<file path="config.mk">
export PLATFORM = sky130hd
export DESIGN_NAME = odiv_top
export DESIGN_NICKNAME = d
export VERILOG_FILES = /design/src/rtl/odiv_pkg.sv /design/src/rtl/odiv_oe_sync.sv /design/src/rtl/odiv_counter.sv /design/src/rtl/odiv_out_gate.sv /design/src/rtl/odiv_top.sv
export SDC_FILE = /design/constraint.sdc
export NUM_CORES = 1
export LEC_CHECK = 0
export BUFFER_PORTS_ARGS = -buffer_cell sky130_fd_sc_hd__buf_2
export CORE_MARGIN = 1
export CORE_UTILIZATION = 53
export DETAILED_ROUTE_END_ITERATION = 8
export GPL_TIMING_DRIVEN = 0
export PLACE_DENSITY = 0.85
export SYNTH_ARGS = -nofsm -noshare
export SYNTH_HDL_FRONTEND = slang
export SYNTH_SLANG_ARGS = --single-unit
</file>
<file path="constraint.sdc">
create_clock -name clk_vco -period 5.77 [get_ports clk_vco]
set_input_delay 0.8655 -clock clk_vco [delete_from_list [all_inputs] [get_ports clk_vco]]
set_output_delay 0.8655 -clock clk_vco [all_outputs]
set_load 0.02 [all_outputs]
</file>
<file path="src/rtl/odiv_pkg.sv">
package odiv_pkg;

    localparam int CODE_W = 3;
    localparam int HALF_W = 4;
    localparam logic [CODE_W-1:0] CODE_PASS = 3'b100;

    typedef enum logic {
        PH_LOW  = 1'b0,
        PH_HIGH = 1'b1
    } phase_t;

    typedef struct packed {
        logic              pass;
        logic [HALF_W-1:0] half;
    } div_cfg_t;

    // Half-period length in VCO cycles for a divide code.
    function automatic div_cfg_t decode_code(input logic [CODE_W-1:0] c);
        div_cfg_t   r;
        logic [1:0] sh;
        sh     = c[1:0] - {1'b0, c[2]};
        r.pass = (c == CODE_PASS);
        if (r.pass) r.half = HALF_W'(1);
        else        r.half = HALF_W'(1) << sh;
        return r;
    endfunction

endpackage

</file>
<file path="src/rtl/odiv_oe_sync.sv">
module odiv_oe_sync #(
    parameter int SYNC_STAGES = 2
) (
    input  logic clk,
    input  logic rst,
    input  logic oe_async,
    output logic en_ret
);
    localparam int TOP = SYNC_STAGES - 1;

    logic [SYNC_STAGES-1:0] stg;

    always_ff @(posedge clk) begin
        if (rst) stg <= '0;
        else     stg <= {stg[TOP-1:0], oe_async};
    end

    // Falling-edge retime keeps a gated clock free of glitches.
    always_ff @(negedge clk) begin
        if (rst) en_ret <= 1'b0;
        else     en_ret <= stg[TOP];
    end

    AST_EN_FOLLOWS_SYNC: assert property (@(posedge clk) disable iff (rst)
        en_ret == stg[TOP]);

endmodule

</file>
<file path="src/rtl/odiv_counter.sv">
module odiv_counter
    import odiv_pkg::*;
(
    input  logic              clk,
    input  logic              rst,
    input  logic [CODE_W-1:0] code_in,
    output logic              phase_hi,
    output logic              pass
);
    logic [CODE_W-1:0] code_act;
    logic [HALF_W-1:0] cnt;
    phase_t            phase;
    div_cfg_t          cfg;
    logic              term;
    logic              reload;

    always_comb begin
        cfg    = decode_code(code_act);
        term   = (cnt == cfg.half - HALF_W'(1));
        reload = cfg.pass || (phase == PH_HIGH && term);
    end

    always_ff @(posedge clk) begin
        if (rst || reload) begin
            code_act <= code_in;
            cnt      <= '0;
            phase    <= PH_LOW;
        end else if (term) begin
            cnt      <= '0;
            phase    <= PH_HIGH;
        end else begin
            cnt      <= cnt + HALF_W'(1);
        end
    end

    assign phase_hi = (phase == PH_HIGH);
    assign pass     = cfg.pass;

    AST_CNT_RANGE: assert property (@(posedge clk) disable iff (rst)
        cnt < cfg.half);

    AST_CODE_AT_WRAP: assert property (@(posedge clk) disable iff (rst)
        ($past(!rst) && code_act != $past(code_act))
        |-> ($past(phase == PH_HIGH) || $past(code_act) == CODE_PASS));

    AST_RESET_CLEAR: assert property (@(posedge clk) disable iff (rst)
        $past(rst) |-> (cnt == '0 && phase == PH_LOW));

    AST_PASS_PHASE_LOW: assert property (@(posedge clk) disable iff (rst)
        (code_act == CODE_PASS) |-> phase == PH_LOW);

endmodule

</file>
<file path="src/rtl/odiv_out_gate.sv">
module odiv_out_gate #(
    parameter int NUM_PAIRS = 6
) (
    input  logic                 clk,
    input  logic                 en,
    input  logic                 pass,
    input  logic                 phase_hi,
    output logic [NUM_PAIRS-1:0] fout,
    output logic [NUM_PAIRS-1:0] fout_n
);
    logic src;

    always_comb src = en & (pass ? clk : phase_hi);

    for (genvar i = 0; i < NUM_PAIRS; i++) begin : g_pair
        assign fout[i]   = src;
        assign fout_n[i] = ~src;
    end

endmodule

</file>
<file path="src/rtl/odiv_top.sv">
module odiv_top
    import odiv_pkg::*;
#(
    parameter int NUM_PAIRS   = 6,
    parameter int SYNC_STAGES = 2
) (
    input  logic                 clk_vco,
    input  logic                 rst,
    input  logic                 oe_async,
    input  logic [CODE_W-1:0]    div_code,
    output logic [NUM_PAIRS-1:0] fout,
    output logic [NUM_PAIRS-1:0] fout_n
);
    logic en_ret;
    logic phase_hi;
    logic pass;

    odiv_oe_sync #(.SYNC_STAGES(SYNC_STAGES)) u_sync (
        .clk      (clk_vco),
        .rst      (rst),
        .oe_async (oe_async),
        .en_ret   (en_ret)
    );

    odiv_counter u_cnt (
        .clk      (clk_vco),
        .rst      (rst),
        .code_in  (div_code),
        .phase_hi (phase_hi),
        .pass     (pass)
    );

    odiv_out_gate #(.NUM_PAIRS(NUM_PAIRS)) u_gate (
        .clk      (clk_vco),
        .en       (en_ret),
        .pass     (pass),
        .phase_hi (phase_hi),
        .fout     (fout),
        .fout_n   (fout_n)
    );

endmodule

</file>
==> results of run 1 <==
[flip-flops by register name, indices dropped and copies added (netlist names)]
| register | count |
|---|---|
| u_cnt.code_act | 3 |
| u_sync.stg | 2 |
| u_cnt.phase_hi | 1 |
| u_sync.en_ret | 1 |
| u_cnt.cnt | 4 |
[metal layers]
metal,track usage,wire [um],part of all wire
met5,0,0,0
met4,0.348,130,0.080
met1,0.238,603,0.37
met2,0.352,810,0.50
met3,0.209,90,0.055
[cell usage after synthesis, types with 3 or more instances]
cell	number
sky130_fd_sc_hd__nand2_1	3
sky130_fd_sc_hd__ha_1	3
sky130_fd_sc_hd__buf_4	11
sky130_fd_sc_hd__nor2_1	5
sky130_fd_sc_hd__xor2_1	3
sky130_fd_sc_hd__nor2b_1	5
sky130_fd_sc_hd__inv_1	4
sky130_fd_sc_hd__dfxtp_1	8
sky130_fd_sc_hd__nand2b_1	3
sky130_fd_sc_hd__edfxtp_1	3
[final timing paths]
path | startpoint | end
hold reg to reg | u_sync.stg[0] | u_sync.stg[1]
hold / removal | u_sync.stg[0] | u_sync.stg[1]
setup reg to reg | u_sync.stg[1] | u_sync.en_ret
setup / recovery | clk_vco | fout[1]
[metrics by stage]
stage	std cells	utilization	cell area [um2]	hold WS, ps	total power, mW
after floorplan	68	-	688	414	0.150
after CTS	122	0.811	937	462	0.279
after global placement	99	0.684	791	446	0.159
after global routing	122	0.811	937	483	0.298
after detailed placement	99	0.684	791	441	0.161
final	122	0.811	937	459	0.277
[report_power, final]
| group | internal (mW) | total, mW | switching (mW) |
|---|---|---|---|
| Combinational | 0.0266 | 0.0541 | 0.0275 |
| Sequential | 0.0872 | 0.0947 | 0.00747 |
| Clock | 0.0783 | 0.128 | 0.0496 |
| Total | 0.192 | 0.277 | 0.0846 |
[cell families (layout without fill, tap and decap cells)]
| group | Yosys count | after routing |
|---|---|---|
| xor gates and xnor gates | 5 | 5 |
| buffers and inverters | 15 | 55 |
| muxes | 2 | 2 |
| and+or+nand+nor | 24 | 24 |
| AOI/OAI and AO/OA | 8 | 8 |
| DFF | 11 | 11 |
| adders and majority gates | 3 | 3 |
[layout make-up]
| class | count | area [um2] |
|---|---|---|
| clock inverters | 8 | 30.0 |
| inverters | 2 | 7.51 |
| repair buffers | 5 | 25.0 |
| plain buffers | 11 | 82.6 |
| multi-input cells | 42 | 340 |
| flip-flops and latches | 11 | 250 |
| clock buffers | 29 | 184 |
| fillers | 75 | 219 |
| well taps | 14 | 17.5 |
==> impl_summary.md, run 1 <==
Status
The flow ran to the end, and the final reports show no timing, DRC or antenna violations.

Pwr
The analysis attributes to cell leakage a power of 0.504 nW. IR analysis of the VDD net gives a maximum drop of 0.207 mV. In this run the power density over the cells is 295 nW/um2.

STA
Setup violations remaining at the end of the flow were counted as 0. The slew at the pin with the worst max-slew slack is 405 ps. Setup slack closes at 451 ps. The number of pins exceeding their max-slew limit in the final report came to 0. The final hold violation count is 0. In the final timing run, aggregate negative setup slack is 0 ps. Setup repair after global routing left no endpoint under its margin. The clock arrives with 62.5 ps of skew. In this run the tightest slew margin relative to its limit is 0.728.

Floorplanning
The die covers 1450 um2. The core outline area is 1160 um2. The die outline width is 38.0 um.

18 I/O pins were placed. The cell row count is 12. The initial core utilization is 0.595.

The overall die height is 38.0 um.

Worst hold path
The worst hold path belongs to the class reg -> reg. The instance count along the most critical hold path is 1.

Cells and area
In the final layout, the share of cells above drive strength 1 is 0.500. The net count of the finished layout is 117. Relative to the synthesized area, the layout overhead comes to 36.2%.

The number of antenna diodes in the final layout is 0. The library cell used most frequently in the layout, excluding fill and tap cells, is sky130_fd_sc_hd__buf_2. Leaving out fill and tap cells, the most frequent cells in the layout are 17 x sky130_fd_sc_hd__buf_2, 16 x sky130_fd_sc_hd__clkbuf_4, 11 x sky130_fd_sc_hd__buf_4.

Clock network
The clock insertion delay at the later pin of the skew report is 450 ps. After clock tree synthesis, the clock-pin slew on the worst setup and hold paths is 80 ps. The number of buffers inserted to repair setup after CTS is 0.

The number of gates resized after CTS was 0. TritonCTS built the clock tree. Hold repair after CTS inserted 0 buffers.

Critical path
The worst path required time is 4900 ps. The number of cells on the critical path is 13. The worst setup path is of the clk -> out kind. The biggest fanout along the worst timing path is 3. The worst setup path is launched from a clock port. Counting stages on the worst path, the most repeated cell is sky130_fd_sc_hd__clkbuf_4. The standard cell with the maximum stage delay on the critical path is sky130_fd_sc_hd__nand2b_1.

The path depth of the worst reg2reg path is 1. Data arrives at the worst endpoint at 4450 ps. In this design, the stage delay of the slowest critical-path cell is 160 ps. The element type at the critical path end is an output pin.

The critical path goes through clkbuf_4, clkbuf_4, clkbuf_4, clkbuf_4, clkbuf_4, mux2i_1, nand2b_1, clkbuf_4, clkbuf_4, clkbuf_4, inv_1, buf_4, buf_2. The cell type group with the largest total delay on the critical path is buffers and inverters. The number of buffers and inverters on the critical path is 11. The slack of the worst reg-to-reg path is 2420 ps.

Yosys
The post-synthesis cell count is 68. Averaged over all synthesized cells, the footprint is 10.1 um2. The simple-gate area share of the yosys netlist is 0.200.

For this run, the register share of the synthesized area comes to 0.364. The fraction of the mapped netlist area in compound gates came to 0.136. Summing every instance area after synthesis gives 688 um2. The number of nets in the synthesized netlist is 77. Counting flops with a built-in enable in the synthesized netlist gives 3. In the synthesized netlist the async set-or-reset flop fraction comes to 0. The number of synthesis warnings is 0. The main combinational cell family by area after synthesis is simple AND/OR/NAND/NOR gates.

Summed over all instances, the cell type with the most area after synthesis is sky130_fd_sc_hd__dfxtp_1. Of the total synthesized cell area, the portion taken by full adders, half adders and majority gates is 0.0545. Of the total synthesized cell area, the portion taken by XOR and XNOR cells is 0.0745. Of the post-synthesis cell area, the part taken by muxes is 0.0291.

The number of distinct library cells after synthesis is 27. Counting flops and latches in the post-synthesis netlist gives 11. Among all flip-flop cells after synthesis, the most frequent one is sky130_fd_sc_hd__dfxtp_1. Yosys attributes the largest share of cell area to sky130_fd_sc_hd__dfxtp_1 23%, sky130_fd_sc_hd__edfxtp_1 13%, sky130_fd_sc_hd__buf_4 12%. The share of synthesized area in the top cell type comes to 0.233.

Route
After detailed routing, the number of remaining DRC violations is 0. The first detailed-routing pass ran for 4 iterations. The via count of the routed design is 628. The total routed wirelength is 1.64 mm. The via count normalized by instance count is 5.15. Dividing the detail-routed wire length by the instance count gives 13.4 um. The number of design-rule violations left by the first detailed-router iteration is 21.

Once detail routing completed, the nets flagged for antenna violations numbered 0.

Job
Across the run, the number of max-cap violations was 0.

Global route
The first global-routing pass estimated 2.67 mm of wire. The via count of the first global-routing pass was 641. The number of antenna violations at the first check in global routing is 0. The pin count of the biggest net entering global routing is 9.

Across every metal layer, demand over resource in global routing totals 0.274. The total grt overflow is 0.

Place
Input and output buffers added on the ports amount to 17. Routability-driven placement finished with a final weighted congestion of 0.660. Timing analysis after detailed placement gives a worst setup slack of 1190 ps. The post-detailed-placement half-perimeter wirelength is 902 um.
Note: power is estimated with default switching activity, not from simulation.
==> inputs of run 2 (changes only) <==
PLACE_DENSITY = 0.8   (was 0.85)
==> impl_summary.md, run 2 (same netlist as run 1, synthesis figures left out) <==
Job
Max-cap violations in this run came to 0.

Place
The post-place instance area is 791 um2. The post-detailed-placement half-perimeter wirelength is 765 um. The placer's final routability congestion estimate is 0.668.

The count of port buffers added during placement is 17.

Cells and area
For this run, the share of the core covered by cells in the final layout is 0.811. The net count of the finished layout is 117. Leaving out fill and tap cells, the most frequent cells in the layout are 17 x sky130_fd_sc_hd__buf_2, 16 x sky130_fd_sc_hd__clkbuf_4, 11 x sky130_fd_sc_hd__buf_4.

Relative to the synthesized area, the layout overhead comes to 36.2%. The finished cells cover 937 um2. Counting the fill cells in the layout gives 87. Leaving out fill and tap cells, the most frequent cell in the layout is sky130_fd_sc_hd__buf_2. The register with the most flip-flops is u_cnt.cnt.

The number of antenna repair diodes is 0. The largest registers in the layout are u_cnt.cnt (4), u_cnt.code_act (3), u_sync.stg (2). Of the cells placed in the final design, the portion with a size suffix greater than 1 is 0.500. The area taken by flip-flops and latches is 250 um2.

The multi-input logic area is 340 um2. The register with the most flip-flops in the layout has 4 of them.

Route
The via count of the routed design is 600. For this block, the initial DRC count from the detailed router was 23. Dividing the detail-routed wire length by the instance count gives 11.3 um. The total routed wirelength is 1.38 mm. The first detailed-routing pass ran for 4 iterations.

In the routed design, unresolved DRC markers number 0. The antenna violation net count after detailed routing is 0. The via count normalized by instance count is 4.92.

Floorplanning
The die outline width is 38.0 um. The initial core utilization is 0.595. The cell row count is 12. The core outline area is 1160 um2. The floorplan die area is 1450 um2. The I/O pin count is 18. The overall die height is 38.0 um.

Critical path
The biggest cell delay along the critical path is 160 ps. STA classifies the critical path endpoint as an output pin. The setup path with the least slack is of type clk -> out. The biggest fanout along the worst timing path is 3. The startpoint type of the worst setup path is a clock port. At the worst endpoint, the required time is 4900 ps. The critical path goes through clkbuf_4, clkbuf_4, clkbuf_4, clkbuf_4, clkbuf_4, mux2i_1, nand2b_1, clkbuf_4, clkbuf_4, clkbuf_4, inv_1, buf_4, buf_2.

Together, buffers and inverters on the worst path number 11. The cell seen most often among critical-path stages is sky130_fd_sc_hd__clkbuf_4. Grouping stages by cell kind, the critical path spends the most delay in buffers and inverters. The endpoint arrival time on the critical path is 4480 ps. The standard cell with the maximum stage delay on the critical path is sky130_fd_sc_hd__nand2b_1.

Clock network
The number of buffers inserted to repair setup after CTS is 0. The clock transition at the register clock pins on the worst setup and hold paths after CTS is 70 ps. The clock insertion delay at the later pin of the skew report is 450 ps. The CTS tree is built. Buffers inserted to repair hold after CTS numbered 0.

In this run, post-CTS repair resized a total of 0 instances.

Global route
For this run, global-route usage on met2 was measured as 0.280. met4 is the most crowded layer. The total grt overflow is 0. The number of antenna violations at the first check in global routing is 0. The pin count of the biggest net entering global routing is 9. For this run, the total global-route usage over all layers was measured as 0.284.

In the global route stage, met3 resource usage came out at 0.291. The via count of the first global-routing pass is 627. The met1 usage is 0.217. The wire length of the first global-routing pass is 2.25 mm.

STA
In the final timing run, aggregate negative setup slack is 0 ps. At the pin with the least slew margin, the transition time is 334 ps. The final hold violation count is 0. The worst slew margin relative to its limit is 0.776. Setup violations remaining at the end of the flow were counted as 0. The number of pins exceeding their max-slew limit in the final report came to 0.

Across the routed clock network, the largest skew measured is 61.9 ps. Setup repair after global routing left no endpoint under its margin.

Pwr
VDD sags by at most 0.215 mV. The design draws 0.273 mW. For this design the static power due to leakage is 0.504 nW.

Dividing total power by cell area gives a power density of 291 nW/um2.

Worst hold path
The type of the most critical hold path is reg -> reg.

Status
The flow ran to the end, and the final reports show no timing, DRC or antenna violations.
-- run 2: cell counts in the layout (fill, tap and decap cells not counted) --
Identical to the previous run, type by type.
-- run 2: through the flow --
stage / instances / setup slack [ps] / hold WS, ps
final: 122 / 420 / 467
after global routing: 122 / 329 / 487
after CTS: 122 / 380 / 474
after detailed placement: 99 / 1190 / 441
after global placement: 99 / 1190 / 439
after floorplan: 68 / 1130 / 414
-- run 2: final timing paths --
kind | start | to | slack, ps | cells past startpoint
setup / recovery | clk_vco | fout[4] | 420 | 13
setup reg to reg | u_sync.stg[1] | u_sync.en_ret | 2430 | 1
hold reg to reg | u_sync.stg[0] | u_sync.stg[1] | 470 | 1
hold / removal | u_sync.stg[0] | u_sync.stg[1] | 470 | 1
-- run 2: layout make-up --
type                       instances  share of cell area
buffer                            11              0.0881
clock buffer                      29               0.196
clock inverter                     8              0.0320
inverter                           2             0.00801
multi-input combinational         42               0.363
sequential                        11               0.267
tap                               14              0.0187
timing repair buffer               5              0.0267
-- run 2: where the power goes --
group / switching, mW / internal [mW]
clock: 0.0472 / 0.0781
combinational: 0.0260 / 0.0266
sequential: 0.00778 / 0.0872
total: 0.0809 / 0.192
-- run 2: layer usage --
layer	part of all wire	wire length, um
met5	0	0
met4	0.047	65
met3	0.081	112
met2	0.48	664
met1	0.39	533
